### config.mk
export PLATFORM = sky130hd
export DESIGN_NAME = spibs_status
export DESIGN_NICKNAME = d
export VERILOG_FILES = /design/src/rtl/spibs_pkg.sv /design/src/rtl/spibs_fill.sv /design/src/rtl/spibs_level.sv /design/src/rtl/spibs_sticky.sv /design/src/rtl/spibs_status.sv
export SDC_FILE = /design/constraint.sdc
export NUM_CORES = 1
export LEC_CHECK = 0
export BUFFER_PORTS_ARGS = -buffer_cell sky130_fd_sc_hd__buf_2
export CORE_UTILIZATION = 45
export CTS_CLUSTER_SIZE = 12
export DETAILED_ROUTE_END_ITERATION = 6
export GPL_ROUTABILITY_DRIVEN = 1
export PLACE_DENSITY_LB_ADDON = 0.05
export SYNTH_ARGS = -nofsm -noshare
export SYNTH_HDL_FRONTEND = slang
export SYNTH_SLANG_ARGS = --single-unit
### constraint.sdc
create_clock -name clk -period 2.6 [get_ports clk]
set_input_delay 0.13 -clock clk [delete_from_list [all_inputs] [get_ports clk]]
set_output_delay 0.13 -clock clk [all_outputs]
set_load 0.1 [all_outputs]
### src/rtl/spibs_pkg.sv
package spibs_pkg;

    localparam int DEPTH = 4;
    localparam int CNT_W = $clog2(DEPTH + 1);

    typedef logic [CNT_W-1:0] cnt_t;

    typedef struct packed {
        logic push;
        logic pop;
    } strobe_t;

    typedef enum logic {
        CMP_AT_OR_BELOW = 1'b0,
        CMP_AT_OR_ABOVE = 1'b1
    } cmp_mode_e;

    typedef struct packed {
        logic [15:0] rsvd_hi;
        logic        tx_ind_n;
        logic        rx_ind_n;
        cnt_t        tx_cnt;
        cnt_t        rx_cnt;
        logic        ovr;
        logic [6:0]  rsvd_lo;
    } status_t;

    function automatic status_t build_status(logic tx_ind_n, logic rx_ind_n,
                                             cnt_t tx_cnt, cnt_t rx_cnt, logic ovr);
        status_t s;
        s          = '0;
        s.tx_ind_n = tx_ind_n;
        s.rx_ind_n = rx_ind_n;
        s.tx_cnt   = tx_cnt;
        s.rx_cnt   = rx_cnt;
        s.ovr      = ovr;
        return s;
    endfunction

endpackage

### src/rtl/spibs_fill.sv
module spibs_fill
    import spibs_pkg::*;
#(
    parameter int QDEPTH = DEPTH
) (
    input  logic    clk,
    input  logic    rst,
    input  logic    flush,
    input  strobe_t stb,
    output cnt_t    cnt,
    output logic    overflow
);
    localparam cnt_t FULL = cnt_t'(QDEPTH);

    logic pop_ok;
    logic full;
    cnt_t nxt;

    assign pop_ok = stb.pop && (cnt != '0);
    assign full   = (cnt == FULL);

    always_comb begin
        nxt      = cnt;
        overflow = 1'b0;
        unique case ({stb.push, pop_ok})
            2'b10: begin
                if (full) overflow = 1'b1;
                else      nxt      = cnt + cnt_t'(1);
            end
            2'b01:   nxt = cnt - cnt_t'(1);
            default: nxt = cnt;
        endcase
    end

    always_ff @(posedge clk) begin
        if (rst || flush) cnt <= '0;
        else              cnt <= nxt;
    end

    // count stays within the legal encodings
    a_r3_cnt_range: assert property (@(posedge clk) disable iff (rst)
        cnt <= FULL);

    // simultaneous push and pop on a non-empty queue hold the count
    a_r4_push_pop_hold: assert property (@(posedge clk) disable iff (rst)
        (stb.push && stb.pop && cnt != '0 && !flush) |=> $stable(cnt));

    // pop on an empty queue is ignored
    a_r5_empty_pop: assert property (@(posedge clk) disable iff (rst)
        (cnt == '0 && stb.pop && !stb.push && !flush) |=> (cnt == '0));

    // flush empties the queue
    a_r9_flush_cnt: assert property (@(posedge clk) disable iff (rst)
        flush |=> (cnt == '0));

endmodule

### src/rtl/spibs_level.sv
module spibs_level
    import spibs_pkg::*;
#(
    parameter cmp_mode_e MODE    = CMP_AT_OR_BELOW,
    parameter logic      RST_VAL = 1'b1
) (
    input  logic clk,
    input  logic rst,
    input  logic flush,
    input  cnt_t cnt,
    input  cnt_t thr,
    output logic ind_n
);
    logic hit;

    generate
        if (MODE == CMP_AT_OR_BELOW) begin : g_low
            assign hit = (cnt <= thr);
        end else begin : g_high
            assign hit = (cnt >= thr);
        end
    endgenerate

    always_ff @(posedge clk) begin
        if (rst || flush) ind_n <= RST_VAL;
        else              ind_n <= !hit;
    end

    // flush returns the indicator to its reset value
    a_r9_flush_ind: assert property (@(posedge clk) disable iff (rst)
        flush |=> (ind_n == RST_VAL));

endmodule

### src/rtl/spibs_sticky.sv
module spibs_sticky (
    input  logic clk,
    input  logic rst,
    input  logic flush,
    input  logic set,
    input  logic clr,
    output logic flag
);
    always_ff @(posedge clk) begin
        if (rst || flush) flag <= 1'b0;
        else if (set)     flag <= 1'b1;
        else if (clr)     flag <= 1'b0;
    end

    // an overrun event always leaves the flag set
    a_r8_set_wins: assert property (@(posedge clk) disable iff (rst)
        (set && !flush) |=> flag);

    // without a set, a clear leaves the flag low
    a_r7_clear: assert property (@(posedge clk) disable iff (rst)
        (clr && !set) |=> !flag);

    // configuration mode clears the flag
    a_r9_flush_flag: assert property (@(posedge clk) disable iff (rst)
        flush |=> !flag);

endmodule

### src/rtl/spibs_status.sv
module spibs_status
    import spibs_pkg::*;
(
    input  logic        clk,
    input  logic        rst,
    input  logic        cfg_mode,
    input  logic        tx_push,
    input  logic        tx_pop,
    input  logic        rx_push,
    input  logic        rx_pop,
    input  logic [2:0]  tx_thresh,
    input  logic [2:0]  rx_thresh,
    input  logic        stat_wr,
    input  logic        stat_wr_ovr,
    output logic [31:0] status
);
    localparam cnt_t FULL = cnt_t'(DEPTH);

    strobe_t tx_stb, rx_stb;
    cnt_t    tx_cnt, rx_cnt;
    logic    tx_ovf, rx_ovf;
    logic    tx_ind_n, rx_ind_n;
    logic    ovr_flag;
    logic    ovr_clr;
    status_t st;

    assign tx_stb  = '{push: tx_push, pop: tx_pop};
    assign rx_stb  = '{push: rx_push, pop: rx_pop};
    assign ovr_clr = stat_wr && stat_wr_ovr;

    spibs_fill #(.QDEPTH(DEPTH)) u_tx_fill (
        .clk(clk), .rst(rst), .flush(cfg_mode),
        .stb(tx_stb), .cnt(tx_cnt), .overflow(tx_ovf)
    );

    spibs_fill #(.QDEPTH(DEPTH)) u_rx_fill (
        .clk(clk), .rst(rst), .flush(cfg_mode),
        .stb(rx_stb), .cnt(rx_cnt), .overflow(rx_ovf)
    );

    spibs_level #(.MODE(CMP_AT_OR_BELOW), .RST_VAL(1'b1)) u_tx_level (
        .clk(clk), .rst(rst), .flush(cfg_mode),
        .cnt(tx_cnt), .thr(tx_thresh), .ind_n(tx_ind_n)
    );

    spibs_level #(.MODE(CMP_AT_OR_ABOVE), .RST_VAL(1'b0)) u_rx_level (
        .clk(clk), .rst(rst), .flush(cfg_mode),
        .cnt(rx_cnt), .thr(rx_thresh), .ind_n(rx_ind_n)
    );

    spibs_sticky u_ovr (
        .clk(clk), .rst(rst), .flush(cfg_mode),
        .set(tx_ovf), .clr(ovr_clr), .flag(ovr_flag)
    );

    assign st     = build_status(tx_ind_n, rx_ind_n, tx_cnt, rx_cnt, ovr_flag);
    assign status = st;

    // reserved bits read zero
    a_r1_reserved_zero: assert property (@(posedge clk) disable iff (rst)
        (status[31:16] == 16'h0) && (status[6:0] == 7'h0));

    // receive push at full saturates
    a_r3_rx_saturate: assert property (@(posedge clk) disable iff (rst)
        (rx_ovf && !cfg_mode) |=> (status[10:8] == FULL));

    // transmit overrun keeps the count full and sets the flag
    a_r6_tx_overrun: assert property (@(posedge clk) disable iff (rst)
        (tx_push && !tx_pop && status[13:11] == FULL && !cfg_mode)
        |=> (status[13:11] == FULL) && status[7]);

    // transmit indicator low after a count at or below threshold
    a_r10_tx_ind: assert property (@(posedge clk) disable iff (rst)
        (!cfg_mode && status[13:11] <= tx_thresh) |=> !status[15]);

    // receive indicator low after a count at or above threshold
    a_r11_rx_ind: assert property (@(posedge clk) disable iff (rst)
        (!cfg_mode && status[10:8] >= rx_thresh) |=> !status[14]);

endmodule

**Word level (Yosys, flattened, before mapping)**

Cells that the tools add are included.
Widths: inputs -> output; s select.

- Output and inout port bits: 32
- Input port bits: 15
- Register bits after elaboration: 9

- Reductions and logical operators: 13
- Order comparisons: 2
- Multiplexer cells: 8
- $add $sub $neg: 4
- Eq/ne operators: 8

Operators by type and width:

| operator | count |
|---|---|
| $pmux 3 s2 | 2 |
| $add 3x1->3 const B | 2 |
| $eq 3x3->1 const B | 2 |
| $mux 3 | 2 |
| $reduce_bool 2->1 | 3 |
| $reduce_bool 3->1 | 2 |
| $sub 3x1->3 const B | 2 |
| $eq 2x1->1 const B | 2 |
| $eq 2x2->1 const B | 2 |
| $mux 1 | 4 |
| $ne 2x2->1 const B | 2 |
| $reduce_and 2->1 | 2 |
| $ge 3x3->1 | 1 |
| $le 3x3->1 | 1 |
| $logic_and 1x1->1 | 3 |
| $logic_not 1->1 | 2 |
| $logic_or 1x1->1 | 1 |

**Longest topological paths before layout**

- Word-level depth: 5
- Mapped depth: 7
- Depth with buffers taken out: 7

**Cells and area by module**

A second synthesis with hierarchy kept.

- Cells, all modules: 114
- Area, all modules: 945.9 µm²

Modules (own cells, without submodules):

| module | area each (µm²) | sequential area each (µm²) | times used | cells each |
|---|---|---|---|---|
| spibs_fill | 244.0 | 60.1 | 2 | 29 |
| spibs_status | 205.2 | 0.0 | 1 | 28 |
| spibs_level at u_rx_level | 103.8 | 20.0 | 1 | 11 |
| spibs_level at u_tx_level | 103.8 | 20.0 | 1 | 13 |
| spibs_sticky | 45.0 | 20.0 | 1 | 4 |

**Worst setup path before layout**

OpenSTA, ideal clock, no wires.

- Path kind: reg2reg
- Start point: register u_tx_fill.cnt[1]
- End point: register u_tx_fill.cnt[2]
- Stages on the path, launching flop included: 6
- Slack: 0.069 ns
- Clock period less this slack: 2.531 ns
- Data arrival time: 2.409 ns
- Buffers on the path: 0
- Cell sequence: dfxtp_1 > o311ai_0 > fa_1 > or3_1 > a31oi_1 > a21oi_1

- Cells in the longest elaborated chain, start to end: 5

Ends and longest elaborated chain:

| what | RTL line | source |
|---|---|---|
| start, declared | spibs_fill.sv:10 | `output cnt_t cnt,` |
| start signal, assigned | spibs_fill.sv:37 | `else cnt <= nxt;` |
| parallel branches: the longest is 5 deep, another holds $add 3x1->3 | n/a |  |

Parallel ways; which one is timed is not known. The select of a mux whose other input is x is not followed.
A chain may end at the register's enable or synchronous reset.

**Final worst setup path**

- Start point: register u_tx_fill.cnt[2]
- End point: register u_tx_fill.cnt[2]

The elaborated chain is that of the path after synthesis.

==> metrics.txt <==
switching pwr just under 0.3 mW; Pwr Density between 500 and 600 mW/mm^2; final global-route overflow total 0; GPL Wtd Cong between 0.8 and 0.9; internal power 0.247 mW; Area Growth Syn to Fin 5.73%; clk_skew 0.00350 ns; vias per std cell approximately 4.3; Core Footprint 0.00175 sq mm; Remaining DRCs 0; Fmax achieved approximately 520 MHz; I/O Pins 47; Max VDD drop 0.000311 V; crit path capture type flop; GRT Total Usage 15.5%; Final period util 73.5%; post-synthesis cell area approximately 850 sq um; dominant cells by area after synthesis buf_4 (23%), dfxtp_1 (21%), ha_1 (8.8%); dpl ws 0.696 ns; Post-CTS Setup Bufs 0; drt initial violations 8; vias post-DR 648; Crit Path Max Fanout 7; clk root buf clkbuf_4; Synth Instances about 100; Final Core Density about half; Ys Warns 0; Worst-Skew Late Latency 0.25 ns; max capacitance violation total 0; Core Rows 15; layout cells sized above 1 24.2%; # nets final 148; CP max stage delay 0.46 ns; clock-pin slew on the worst setup and hold paths 0.06 ns; required time worst endpoint 2.78 ns; CP delay by family, top compound AO/OA/AOI/OAI gates; Most Crowded Layer GR met2; Chip Width 45.5 um; Synth top area share 22.9%; # resized after CTS 0; R2R Setup Slk approximately 0.69 ns; Setup crit start kind flop; CP Class flop to flop; vias in the first global route 533; GRT met3 Usage 2.38%; largest net degree at the start of global routing 10; final-report hold violation count 0; DIE HEIGHT 45.5 um; FF+latch count, synth 9; slack of the critical path 0.689 ns; Syn Area/Cell 8.35 sq um; total CTS buffers 3; Reg power frac roughly 29%; Initial Util between 40% and 50%; Worst Hold Class input pin to flop; CTS Hold Bufs 0; Crit-path slowest cell dfxtp_1; Pre-antenna DRT Iters 4; switching part of the total 54.2%; sequential fraction of the synthesis area 21.1%; # diodes 0; Avg WL per Cell 8.72 um; die area 0.00207 sq mm; Port Buf Inserts 23; worst-path cell chain o311ai_0 -> fa_1 -> or3_1 -> a21o_1 -> a21oi_1; Clk pwr share about 19%; CTS Buffer Depth 2; Buf/Inv on CP 0; met1 Track Usage GR 20.0%; status complete, no violations; first-pass GRT wire length 2250 um; DP HPWL 1080 um; Synth area leader buf_4; TNS Setup 0 ns; DRT antenna net count 0; clk sink count 9; Comb pwr share between 50% and 60%; P_leak 0.458 nW; WHS roughly 0.14 ns; final setup vio count 0; synth unique cells 30; CTS tree done; H-tree level count 1; drt total wl 1300 um; max-slew violation count 0; initial antenna violation count 0; fin crit period between 1.5 and 2 ns; RSZ-0062 raised after global routing false; met2 Track Usage GR 23.1%; most frequent cells in the layout conb_1 (23), buf_2 (23), inv_1 (9), nor2_1 (9), dfxtp_1 (9); Final Power 0.539 mW; WP data arrival between 2 and 2.5 ns
worst min-delay path, delay by kind of cell:
family                 cells  cell delay (ns)
AND/OR/NAND/NOR            2             0.09
buffers and inverters      1             0.07
AO/OA/AOI/OAI              1             0.05
per-layer routing:
layer	part of all wire [%]	up-vias	wire length, um
met3	3.8	2	49
li1	-	338	-
met4	1.8	0	24
met1	46	286	598
met5	0	-	0
met2	48	22	627
registers in the layout (all words and copies together), names as in the netlist:
register / flops
u_rx_level.ind_n: 1
u_rx_fill.cnt: 3
u_tx_level.ind_n: 1
u_ovr.flag: 1
u_tx_fill.cnt: 3
final cells by class:
type	instances	area [sq um]
multi-input cells	79	514
inverters	9	33.8
repair buffers	23	115
well taps	25	31.3
clock buffers	4	26.3
fillers	191	845
flip-flops and latches	9	180
worst paths after layout:
kind | start | to | depth (start not counted)
worst min-delay path | stat_wr_ovr | u_ovr.flag$_SDFFE_PP0P_ | 4
worst min register to register | u_ovr.flag$_SDFFE_PP0P_ | u_ovr.flag$_SDFFE_PP0P_ | 2
worst max register to register | u_tx_fill.cnt[2]$_SDFFE_PP0P_ | u_tx_fill.cnt[2]$_SDFFE_PP0P_ | 5
worst max-delay path | u_tx_fill.cnt[2]$_SDFFE_PP0P_ | u_tx_fill.cnt[2]$_SDFFE_PP0P_ | 5
cells in the mapped netlist:
cell and n:
nand3_1 1, buf_6 1, a211oi_2 2, ha_1 6
nand3b_1 1, o31ai_1 1, o211ai_1 1, a31oi_1 2
nor4_1 1, xnor2_1 4, or3_1 2, conb_1 1
o311ai_0 1, fa_1 2, a21oi_1 2, nand2_1 3
o21bai_1 1, or2_2 2, inv_1 9, nor2b_1 2
nand2b_1 3, o211a_1 2, a21o_1 2, nor2_1 9
nand4b_1 1, a211oi_1 3, o21a_1 1, dfxtp_1 9
buf_4 26, o21ai_0 1
cell families (layout without fill, tap and decap cells):
group           after synthesis  after routing  synth area share, %
compound gates               19             19                 17.5
xor+xnor                      4              4                 4.11
fa+ha+maj                     8              8                 13.5
buf+inv                      36             36                 28.2
flops                         9              9                 21.1
other cells                   1             23                0.440
simple gates                 25             25                 15.1
power groups by stage:
stage	sequential (mW)	clock (mW)	combinational, mW
3_3_place_gp	0.158	0	0.279
3_5_place_dp	0.158	0	0.280
6_report	0.155	0.104	0.280
2_1_floorplan	0.193	0	0.246
5_1_grt	0.157	0.119	0.297
4_1_cts	0.155	0.110	0.281
metrics by stage:
step	instances	cell area (sq um)
after global placement	145	875
after floorplan	124	935
final	149	901
after global routing	149	901
after detailed placement	145	875
after CTS	149	901
Note: power is estimated with default switching activity, not from simulation.
